## config.mk

```make
export PLATFORM = sky130hd
export DESIGN_NAME = byte_lane_mem_port
export DESIGN_NICKNAME = d
export VERILOG_FILES = /design/src/rtl/lane_bus_pkg.sv /design/src/rtl/lane_decode.sv /design/src/rtl/store_steer.sv /design/src/rtl/load_extract.sv /design/src/rtl/byte_lane_mem_port.sv
export SDC_FILE = /design/constraint.sdc
export NUM_CORES = 1
export LEC_CHECK = 0
export BUFFER_PORTS_ARGS = -buffer_cell sky130_fd_sc_hd__buf_2
export CORE_AREA = 5 5 86 88
export CTS_CLUSTER_SIZE = 25
export DETAILED_ROUTE_END_ITERATION = 16
export DIE_AREA = 0 0 91 93
export HOLD_SLACK_MARGIN = 0.1
export PLACE_DENSITY = 0.85
export SYNTH_ARGS = -nofsm -noshare
export SYNTH_HDL_FRONTEND = slang
export SYNTH_SLANG_ARGS = --single-unit
```

## constraint.sdc

```tcl
create_clock -name clk -period 3.05 [get_ports clk]
set_input_delay 0 -clock clk [delete_from_list [all_inputs] [get_ports clk]]
set_output_delay 0 -clock clk [all_outputs]
set_load 0.02 [all_outputs]
```

## src/rtl/lane_bus_pkg.sv

```systemverilog
package lane_bus_pkg;

    localparam int DATA_W  = 32;
    localparam int LANES   = DATA_W / 8;
    localparam int OFF_W   = $clog2(LANES);
    localparam int ADDR_W  = 32;
    localparam int WADDR_W = ADDR_W - OFF_W;

    typedef enum logic [1:0] {
        ACC_BYTE = 2'b00,
        ACC_HALF = 2'b01,
        ACC_WORD = 2'b10,
        ACC_WIDE = 2'b11
    } acc_size_e;

    typedef struct packed {
        acc_size_e        size;
        logic             sext;
        logic [OFF_W-1:0] offset;
    } load_ctx_t;

    function automatic logic is_misaligned(acc_size_e s, logic [OFF_W-1:0] off);
        case (s)
            ACC_BYTE: return 1'b0;
            ACC_HALF: return off[0];
            default:  return |off;
        endcase
    endfunction

endpackage

```

## src/rtl/lane_decode.sv

```systemverilog
module lane_decode
    import lane_bus_pkg::*;
(
    input  acc_size_e        size,
    input  logic [OFF_W-1:0] offset,
    output logic [LANES-1:0] lane_hit,
    output logic             misaligned
);
    assign misaligned = is_misaligned(size, offset);

    for (genvar n = 0; n < LANES; n++) begin : g_lane
        always_comb begin
            case (size)
                ACC_BYTE: lane_hit[n] = (OFF_W'(n) == offset);
                ACC_HALF: lane_hit[n] = (OFF_W'(n) >> 1) == (offset >> 1);
                default:  lane_hit[n] = 1'b1;
            endcase
        end
    end
endmodule

```

## src/rtl/store_steer.sv

```systemverilog
module store_steer
    import lane_bus_pkg::*;
(
    input  acc_size_e         size,
    input  logic [DATA_W-1:0] wdata,
    output logic [DATA_W-1:0] lane_data
);
    for (genvar n = 0; n < LANES; n++) begin : g_lane
        always_comb begin
            case (size)
                ACC_BYTE: lane_data[8*n +: 8] = wdata[7:0];
                ACC_HALF: lane_data[8*n +: 8] = wdata[8*(n % 2) +: 8];
                default:  lane_data[8*n +: 8] = wdata[8*n +: 8];
            endcase
        end
    end
endmodule

```

## src/rtl/load_extract.sv

```systemverilog
module load_extract
    import lane_bus_pkg::*;
(
    input  logic [DATA_W-1:0] word,
    input  load_ctx_t         ctx,
    output logic [DATA_W-1:0] result
);
    logic [7:0]  byte_sel;
    logic [15:0] half_sel;

    assign byte_sel = word[8*ctx.offset +: 8];
    assign half_sel = word[16*ctx.offset[OFF_W-1] +: 16];

    always_comb begin
        case (ctx.size)
            ACC_BYTE: result = {{(DATA_W-8){ctx.sext & byte_sel[7]}}, byte_sel};
            ACC_HALF: result = {{(DATA_W-16){ctx.sext & half_sel[15]}}, half_sel};
            default:  result = word;
        endcase
    end
endmodule

```

## src/rtl/byte_lane_mem_port.sv

```systemverilog
module byte_lane_mem_port
    import lane_bus_pkg::*;
(
    input  logic        clk,
    input  logic        rst,
    input  logic        req_valid,
    input  logic        req_write,
    input  logic [1:0]  req_size,
    input  logic        req_signed,
    input  logic [31:0] req_addr,
    input  logic [31:0] req_wdata,
    input  logic [31:0] mem_rdata,
    input  logic        mem_rvalid,
    output logic        mem_req,
    output logic [29:0] mem_addr,
    output logic [3:0]  mem_we,
    output logic [31:0] mem_wdata,
    output logic        align_fault,
    output logic        rd_valid,
    output logic [31:0] rd_data
);
    acc_size_e        size;
    logic [OFF_W-1:0] offset;
    logic [LANES-1:0] lane_hit;
    logic             misaligned;
    logic             issue;
    load_ctx_t        ctx_q;
    logic [DATA_W-1:0] extracted;

    assign size   = acc_size_e'(req_size);
    assign offset = req_addr[OFF_W-1:0];

    lane_decode u_decode (
        .size       (size),
        .offset     (offset),
        .lane_hit   (lane_hit),
        .misaligned (misaligned)
    );

    store_steer u_steer (
        .size      (size),
        .wdata     (req_wdata),
        .lane_data (mem_wdata)
    );

    load_extract u_extract (
        .word   (mem_rdata),
        .ctx    (ctx_q),
        .result (extracted)
    );

    assign issue       = req_valid & ~misaligned;
    assign mem_req     = issue;
    assign mem_addr    = req_addr[ADDR_W-1:OFF_W];
    assign mem_we      = (issue & req_write) ? lane_hit : '0;
    assign align_fault = req_valid & misaligned;

    always_ff @(posedge clk) begin
        if (rst) begin
            ctx_q    <= '0;
            rd_valid <= 1'b0;
            rd_data  <= '0;
        end else begin
            if (issue && !req_write)
                ctx_q <= '{size: size, sext: req_signed, offset: offset};
            rd_valid <= mem_rvalid;
            if (mem_rvalid)
                rd_data <= extracted;
        end
    end

    a_r5_fault_blocks: assert property (@(posedge clk) disable iff (rst)
        align_fault |-> (!mem_req && mem_we == 4'b0000));

    a_r2_word_all_lanes: assert property (@(posedge clk) disable iff (rst)
        (mem_req && req_write && req_size[1]) |-> (mem_we == 4'b1111));

    a_r3_half_two_lanes: assert property (@(posedge clk) disable iff (rst)
        (mem_req && req_write && req_size == 2'b01) |->
            ($countones(mem_we) == 2 && (mem_we == 4'b0011 || mem_we == 4'b1100)));

    a_r4_byte_one_lane: assert property (@(posedge clk) disable iff (rst)
        (mem_req && req_write && req_size == 2'b00) |-> ($countones(mem_we) == 1));

    a_r6_load_no_we: assert property (@(posedge clk) disable iff (rst)
        (mem_req && !req_write) |-> (mem_we == 4'b0000));

    a_r1_idle_quiet: assert property (@(posedge clk) disable iff (rst)
        !req_valid |-> (!mem_req && mem_we == 4'b0000 && !align_fault));

    a_r8_result_follows: assert property (@(posedge clk) disable iff (rst)
        mem_rvalid |=> rd_valid);

    a_r8_no_spurious: assert property (@(posedge clk) disable iff (rst)
        !mem_rvalid |=> !rd_valid);

endmodule

```

==> metrics.csv, run 1 <==
stage,metric,value,unit
outcome,status,completed,
sta,RSZ-0062 raised after global routing,false,
route,post-route DRC violation count,0,
grt,initial antenna violation count,0,
logic_synthesis,Mapped Avg Cell Area,8.589,µm²
pwr,Static Leakage,1.752,nW
floorplanning,Die Area,0.008463,mm²
grt,first-pass GRT wire length,15.01,mm
logic_synthesis,Yosys top cell area share,27.25,%
sta,Final setup viols,0,
grt,grt ovf,0,
clock_tree,post-CTS sizing,0,
final_layout,Storage cell area,760.7,µm²
worst_setup_path,Startpoint Class,register,
logic_synthesis,Post-synth EDFFs,0,
sta,min Tclk post-route,1.893,ns
worst_setup_path,CP Class,register to register,
final_layout,fillers,583,
floorplanning,Initial Util,42.50,%
worst_setup_path,CP endpoint kind,register,
clock_tree,CTS tree,yes,
sta,Worst-Margin Slew,0.8723,ns
grt,GR Util All Layers,21.42,%
worst_setup_path,Critical Path AT,2.04,ns
sta,setup TNS,0,ns
logic_synthesis,sequential cell area fraction in the yosys report,27.25,%
route,WL final,9.895,mm
logic_synthesis,Synthesized Nets,429,
worst_setup_path,required time worst endpoint,3.19,ns
final_layout,# nets final,573,
logic_synthesis,"flops & latches, synth",38,
final_layout,Multi-input gate area,0.001602,mm²
logic_synthesis,Post-Syn Area,0.002791,mm²
floorplanning,Core ar.,0.006569,mm²
route,drt wl/cell,17.99,µm
logic_synthesis,largest cells by area after synthesis,"dfxtp_1, buf_4, mux2_2, a41oi_1, nand2_1",
final_layout,Area Overhead vs Synth,39.00,%
floorplanning,Die Width,91,µm
sta,Max-slew headroom,41.85,%
sta,"Slew Viols, Final",0,
placed_design,Final HPWL DP,6.745,mm
final_layout,n_diodes,0,
pwr,Worst VDD drop,0.3414,mV
sta,fmax,528.4,MHz
logic_synthesis,cell taking the most area after synthesis,dfxtp_1,
clock_tree,# Post-CTS Setup Buffers,0,
sta,Final Skew,0.004588,ns
placed_design,Final GP Congestion,0.8666,
grt,vias in the first global route,3074,
pwr,Pwr Density,375.0,mW/mm²
final_layout,ratio of cells with drive above 1 in the final layout,39.57,%
clock_tree,"Clk pin slew, worst setup/hold paths",0.07,ns
route,First DRT Iteration DRCs,229,
sta,"Hold Vio Cnt, Final",0,
logic_synthesis,"Async S/R FF share, synth",0,%
hold_path,Hold Crit Class,input port to register,
clock_tree,CTS sink cnt,38,
flow_run,total of max-cap violations,0,
floorplanning,Core Rows,30,
clock_tree,Bufs on Longest Clock Path,2,
logic_synthesis,Synth Instances,325,
route,antenna-violating nets left,0,
placed_design,number of port buffers,144,
logic_synthesis,count of cell types in the netlist,44,
clock_tree,H-tree depth,2,
route,Vias/cell,5.602,
logic_synthesis,Main synth FF type,dfxtp_1,
sta,Fin Hold WS,0.1108,ns
worst_setup_path,worst-path fanout max,17,
clock_tree,Worst-Skew Late Latency,0.29,ns
logic_synthesis,Yosys warning count,0,
route,drt first pass iters,5,
clock_tree,CTS Root Cell,clkbuf_8,
clock_tree,TritonCTS Buffers,5,
route,vias post-DR,3081,
sta,Final Cycle Share,62.05,%
floorplanning,Die Height,93,µm
grt,largest net degree at the start of global routing,54,
clock_tree,hold_buf cts,56,
floorplanning,IO Pins,205,
-- sequential cells by signal (all words and copies together) (netlist names) --
register  flops
rd_valid      1
ctx_q         5
rd_data      32
-- stage by stage --
stage	cells	util, %	total power (W)	cell area (µm²)	setup WS, ns
3_5_place_dp	486	48.80	0.0009449	3206	1.225
4_1_cts	550	59.07	0.001455	3880	1.202
3_3_place_gp	486	48.80	0.0009379	3206	1.280
5_1_grt	550	59.07	0.001516	3880	1.015
6_report	550	59.07	0.001455	3880	1.157
2_1_floorplan	325	-	0.0008620	2791	1.665
-- placed cells by master, fill, tap and decap left out, drive strengths merged, types with 2 or more instances in the layout --
cell type	n
nand2b	10
o21bai	16
nand4b	4
xor2	2
clkinvlp	2
nor2b	11
o21ai	17
nor2	14
mux2	25
and3b	8
dfxtp	38
nor3b	3
clkbuf	5
nand2	34
inv	2
a21boi	2
nand3b	3
mux2i	11
a221oi	8
dlygate4sd3	56
o22ai	7
a41oi	16
buf	146
a211oi	14
nand3	2
nor3	3
-- cell type report --
class / instances / area share [%]
multi-input cells: 220 / 41.28
repair buffers: 202 / 33.41
flip-flops and latches: 38 / 19.61
well taps: 80 / 2.580
clock buffers: 5 / 1.774
clock inverters: 3 / 1.161
inverters: 2 / 0.1935
-- report_power, final --
group	internal (W)	leakage, nW	switching (W)	total [W]
registers	0.000526	0.313	0.0000228	0.000549
logic	0.000206	1.39	0.000271	0.000477
clock network	0.000243	0.0504	0.000186	0.000429
-- metal layers --
layer	global-route usage (%)	part of all wire [%]	vias to the layer above
li1	-	-	1436
met1	24.85	35	1397
met2	36.36	50	214
met3	6.436	11	34
met4	9.413	4.1	0
met5	0	0	-
-- synthesized netlist by cell type (2+ instances only) --
| cell | number |
|---|---|
| buf_2 | 13 |
| nor2_1 | 13 |
| mux2_4 | 2 |
| o21bai_1 | 16 |
| xor2_1 | 2 |
| nor2b_1 | 11 |
| nand2b_1 | 10 |
| clkbuf_1 | 10 |
| a211oi_1 | 14 |
| o21ai_0 | 17 |
| mux2i_1 | 11 |
| a41oi_1 | 16 |
| and3b_1 | 8 |
| buf_4 | 39 |
| inv_1 | 2 |
| nand4b_1 | 4 |
| o22ai_1 | 7 |
| nand2_1 | 34 |
| a21boi_0 | 2 |
| mux2_2 | 23 |
| nor3b_1 | 2 |
| dfxtp_1 | 38 |
| buf_6 | 2 |
| nand3b_1 | 2 |
| nor3_1 | 3 |
| a221oi_1 | 6 |
-- path summary, 6_finish.rpt --
| path | from | slack (ns) | cells after the start | endpoint |
|---|---|---|---|---|
| setup / recovery | ctx_q[1] | 1.16 | 4 | rd_data[4] |
| hold / removal | req_addr[0] | 0.11 | 3 | ctx_q[0] |
| setup reg to reg | ctx_q[1] | 1.16 | 4 | rd_data[4] |
| hold reg to reg | rd_data[4] | 0.50 | 2 | rd_data[4] |
-- critical path, cell delays in order, from the launching register on --
cell,delay (ns)
dfxtp_1,0.69
buf_4,0.30
mux2_2,0.37
a221oi_1,0.27
a211oi_1,0.12
-- cell families (layout without fill, tap and decap cells) --
family,Yosys count,after routing,synth area share (%)
AND/OR/NAND/NOR,93,93,18.24
AO/OA/AOI/OAI,88,88,23.89
buffers and inverters,67,212,15.37
flip-flops,38,38,27.25
multiplexers,36,36,14.30
XOR/XNOR,3,3,0.9415
Power figures use the tool's default switching activity.
==> run 2: changes to the inputs <==
--- a/config.mk
+++ b/config.mk
@@ -6,12 +6,12 @@
 export NUM_CORES = 1
 export LEC_CHECK = 0
 export BUFFER_PORTS_ARGS = -buffer_cell sky130_fd_sc_hd__buf_2
-export CORE_AREA = 5 5 86 88
+export CORE_AREA = 5 5 93 95
 export CTS_CLUSTER_SIZE = 25
 export DETAILED_ROUTE_END_ITERATION = 16
-export DIE_AREA = 0 0 91 93
+export DIE_AREA = 0 0 98 100
 export HOLD_SLACK_MARGIN = 0.1
-export PLACE_DENSITY = 0.85
+export PLACE_DENSITY = 0.76
 export SYNTH_ARGS = -nofsm -noshare
 export SYNTH_HDL_FRONTEND = slang
 export SYNTH_SLANG_ARGS = --single-unit
==> constraint.sdc (replaced) <==
create_clock -name clk -period 1.7 [get_ports clk]
set_input_delay 0 -clock clk [delete_from_list [all_inputs] [get_ports clk]]
set_output_delay 0 -clock clk [all_outputs]
set_load 0.02 [all_outputs]
==> run 2 against run 1 <==
Compared with the run above:
- via count is 0.81% lower
- worst hold slack better by 0.0021 ns
- clock power is 52% higher
- largest cell class unchanged
==> metrics.csv, run 2 (synthesis gave the netlist of run 1 again) <==
stage,metric,value,unit,change
worst_setup_path,required time worst endpoint,1.91,ns,was 3.19 ns
floorplanning,Core Rows,32,,was 30
clock_tree,Bufs on Longest Clock Path,2,,unchanged
final_layout,top flop regs,"rd_data (32), ctx_q (5), rd_valid (1)",,unchanged
route,antenna-violating nets left,0,,unchanged
placed_design,dpl cells,517,,was 486
sta,RSZ-0062 raised after global routing,false,,unchanged
hold_path,WHS Path Cells,3,,unchanged
floorplanning,Die Width,98,µm,was 91 µm
outcome,status,completed,,unchanged
clock_tree,Worst-Skew Late Latency,0.29,ns,about the same
floorplanning,Die Area,0.009800,mm²,was 0.008463 mm²
final_layout,Largest register FFs,32,,unchanged
grt,grt ovf,0,,unchanged
flow_run,total of max-cap violations,0,,unchanged
sta,setup TNS,0,ns,unchanged
sta,Worst-Margin Slew,0.5826,ns,was 0.8723 ns
floorplanning,Initial Util,36.50,%,was 42.50%
final_layout,ratio of cells with drive above 1 in the final layout,40.66,%,was 39.57%
clock_tree,TritonCTS Buffers,5,,unchanged
floorplanning,Core ar.,0.007647,mm²,was 0.006569 mm²
worst_setup_path,RR Endpoint,rd_data[18],,was rd_data[4]
route,First DRT Iteration DRCs,121,,was 229
final_layout,"commonest non-fill, non-tap cell in the layout",buf_2,,unchanged
pwr,Static Leakage,1.807,nW,was 1.752 nW
route,WL final,9.927,mm,was 9.895 mm
sta,fmax,675.3,MHz,was 528.4 MHz
clock_tree,# Post-CTS Setup Buffers,0,,unchanged
final_layout,largest register by flop count,rd_data,,unchanged
clock_tree,CTS tree,yes,,unchanged
grt,largest net degree at the start of global routing,34,,was 54
sta,Final setup viols,0,,unchanged
final_layout,fillers,721,,was 583
worst_setup_path,CP Cell Sequence,nor2b_1 > nand3_2 > a41oi_1,,was buf_4 > mux2_2 > a221oi_1 > a211oi_1
worst_setup_path,CP Class,register to register,,unchanged
final_layout,Area Overhead vs Synth,43.03,%,was 39.00%
worst_setup_path,CP endpoint kind,register,,unchanged
clock_tree,CTS sink cnt,38,,unchanged
final_layout,final cell count without fillers,586,,was 550
clock_tree,CTS Root Cell,clkbuf_8,,unchanged
floorplanning,Die Height,100,µm,was 93 µm
final_layout,# nets final,585,,was 573
worst_setup_path,Slowest cell on crit path,dfxtp_1,,unchanged
worst_setup_path,path depth of the worst reg2reg path,3,,was 4
final_layout,Final Util,52.21,%,was 59.07%
route,Vias/cell,5.215,,was 5.602
clock_tree,"Clk pin slew, worst setup/hold paths",0.08,ns,was 0.07 ns
final_layout,Storage cell area,762.0,µm²,was 760.7 µm²
route,drt first pass iters,4,,was 5
hold_path,Hold Crit Class,input port to register,,unchanged
clock_tree,H-tree depth,2,,unchanged
hold_path,worst hold path endpoint,rd_data[3],,was ctx_q[0]
route,post-route DRC violation count,0,,unchanged
floorplanning,IO Pins,205,,unchanged
worst_setup_path,Worst path max stage delay,0.40,ns,was 0.69 ns
worst_setup_path,Critical Path AT,1.69,ns,was 2.04 ns
worst_setup_path,Startpoint Class,register,,unchanged
grt,vias in the first global route,3146,,was 3074
placed_design,number of port buffers,144,,unchanged
placed_design,Final GP Congestion,0.8805,,was 0.8666
sta,"Hold Vio Cnt, Final",0,,unchanged
worst_setup_path,FF-to-FF setup slack,0.22,ns,was 1.16 ns
pwr,Worst VDD drop,0.3076,mV,was 0.3414 mV
grt,first-pass GRT wire length,15.69,mm,was 15.01 mm
sta,"Slew Viols, Final",0,,unchanged
hold_path,hold path start,mem_rdata[3],,was req_addr[0]
grt,initial antenna violation count,2,,was 0
sta,Final Cycle Share,87.11,%,was 62.05%
worst_setup_path,worst-path fanout max,16,,was 17
pwr,Pwr Density,628.0,mW/mm²,was 375.0 mW/mm²
sta,min Tclk post-route,1.481,ns,was 1.893 ns
grt,GR Util All Layers,19.37,%,was 21.42%
route,drt wl/cell,16.94,µm,was 17.99 µm
placed_design,Final HPWL DP,7.192,mm,was 6.745 mm
final_layout,Multi-input gate area,0.001602,mm²,unchanged
worst_setup_path,reg2reg start,ctx_q[4],,was ctx_q[1]
route,vias post-DR,3056,,was 3081
sta,Final Skew,0.004981,ns,was 0.004588 ns
sta,Max-slew headroom,61.12,%,was 41.85%
final_layout,most frequent cells in the layout,"buf_2, dlygate4sd3_1, dfxtp_1",,unchanged
pwr,total chip power,0.002507,W,was 0.001455 W
-- run 2: power breakdown --
| part | total, W | internal (W) | switching, W | leakage, nW |
|---|---|---|---|---|
| Combinational | 0.000875 | 0.000385 | 0.000490 | 1.45 |
| Sequential | 0.000980 | 0.000945 | 0.0000350 | 0.314 |
| Clock | 0.000653 | 0.000326 | 0.000327 | 0.0472 |
-- run 2: routing by layer --
| metal | part of all wire [%] | routed length, µm | vias to the layer above | track usage, % |
|---|---|---|---|---|
| met5 | 0 | 0 | - | 0 |
| met4 | 2.5 | 253 | 0 | 6.603 |
| met3 | 8.5 | 847 | 18 | 4.031 |
| met2 | 51 | 5046 | 177 | 35.18 |
| met1 | 38 | 3780 | 1401 | 22.59 |
| li1 | - | - | 1460 | - |
-- run 2: critical path: cells and delay by family, from the launching register on --
kind | cells | cell delay (ns)
AO/OA/AOI/OAI | 1 | 0.32
flip-flops | 1 | 0.40
AND/OR/NAND/NOR | 2 | 0.67
-- run 2: final cells by class --
| type | instances | area share, % |
|---|---|---|
| Multi-Input combinational cell | 220 | 40.11 |
| Timing Repair Buffer | 214 | 34.91 |
| Sequential cell | 38 | 19.08 |
| Tap cell | 102 | 3.196 |
| Clock buffer | 6 | 2.068 |
| Clock inverter | 2 | 0.3134 |
| Inverter | 2 | 0.1880 |
| Antenna cell | 2 | 0.1254 |
-- run 2: how the worst max path moves through the flow --
| stage | from | end | slack (ns) | depth (start not counted) |
|---|---|---|---|---|
| final | ctx_q[4] | rd_data[18] | 0.22 | 3 |
| after global routing | ctx_q[4] | rd_data[30] | 0.01 | 3 |
| after CTS | ctx_q[1] | rd_data[4] | 0.11 | 4 |
| after detailed placement | ctx_q[1] | rd_data[4] | 0.13 | 4 |
| after global placement | ctx_q[1] | rd_data[4] | 0.20 | 4 |
| after floorplan | ctx_q[1] | rd_data[6] | 0.32 | 5 |
-- run 2: metrics by stage --
step / instance area, µm² / hold slack [ns] / worst slack, ns
2_1_floorplan: 2791 / 0.1126 / 0.3153
3_3_place_gp: 3301 / 0.0001367 / 0.2049
3_5_place_dp: 3301 / 0.0001367 / 0.1259
4_1_cts: 3986 / 0.1151 / 0.1119
5_1_grt: 3993 / 0.1493 / 0.01089
6_report: 3993 / 0.1130 / 0.2192
-- run 2: repair_timing --
action,CTS,global route
resized for setup,0,1
hold endpoints to repair,58,0
setup endpoints to repair,0,1
hold buffers,59,0
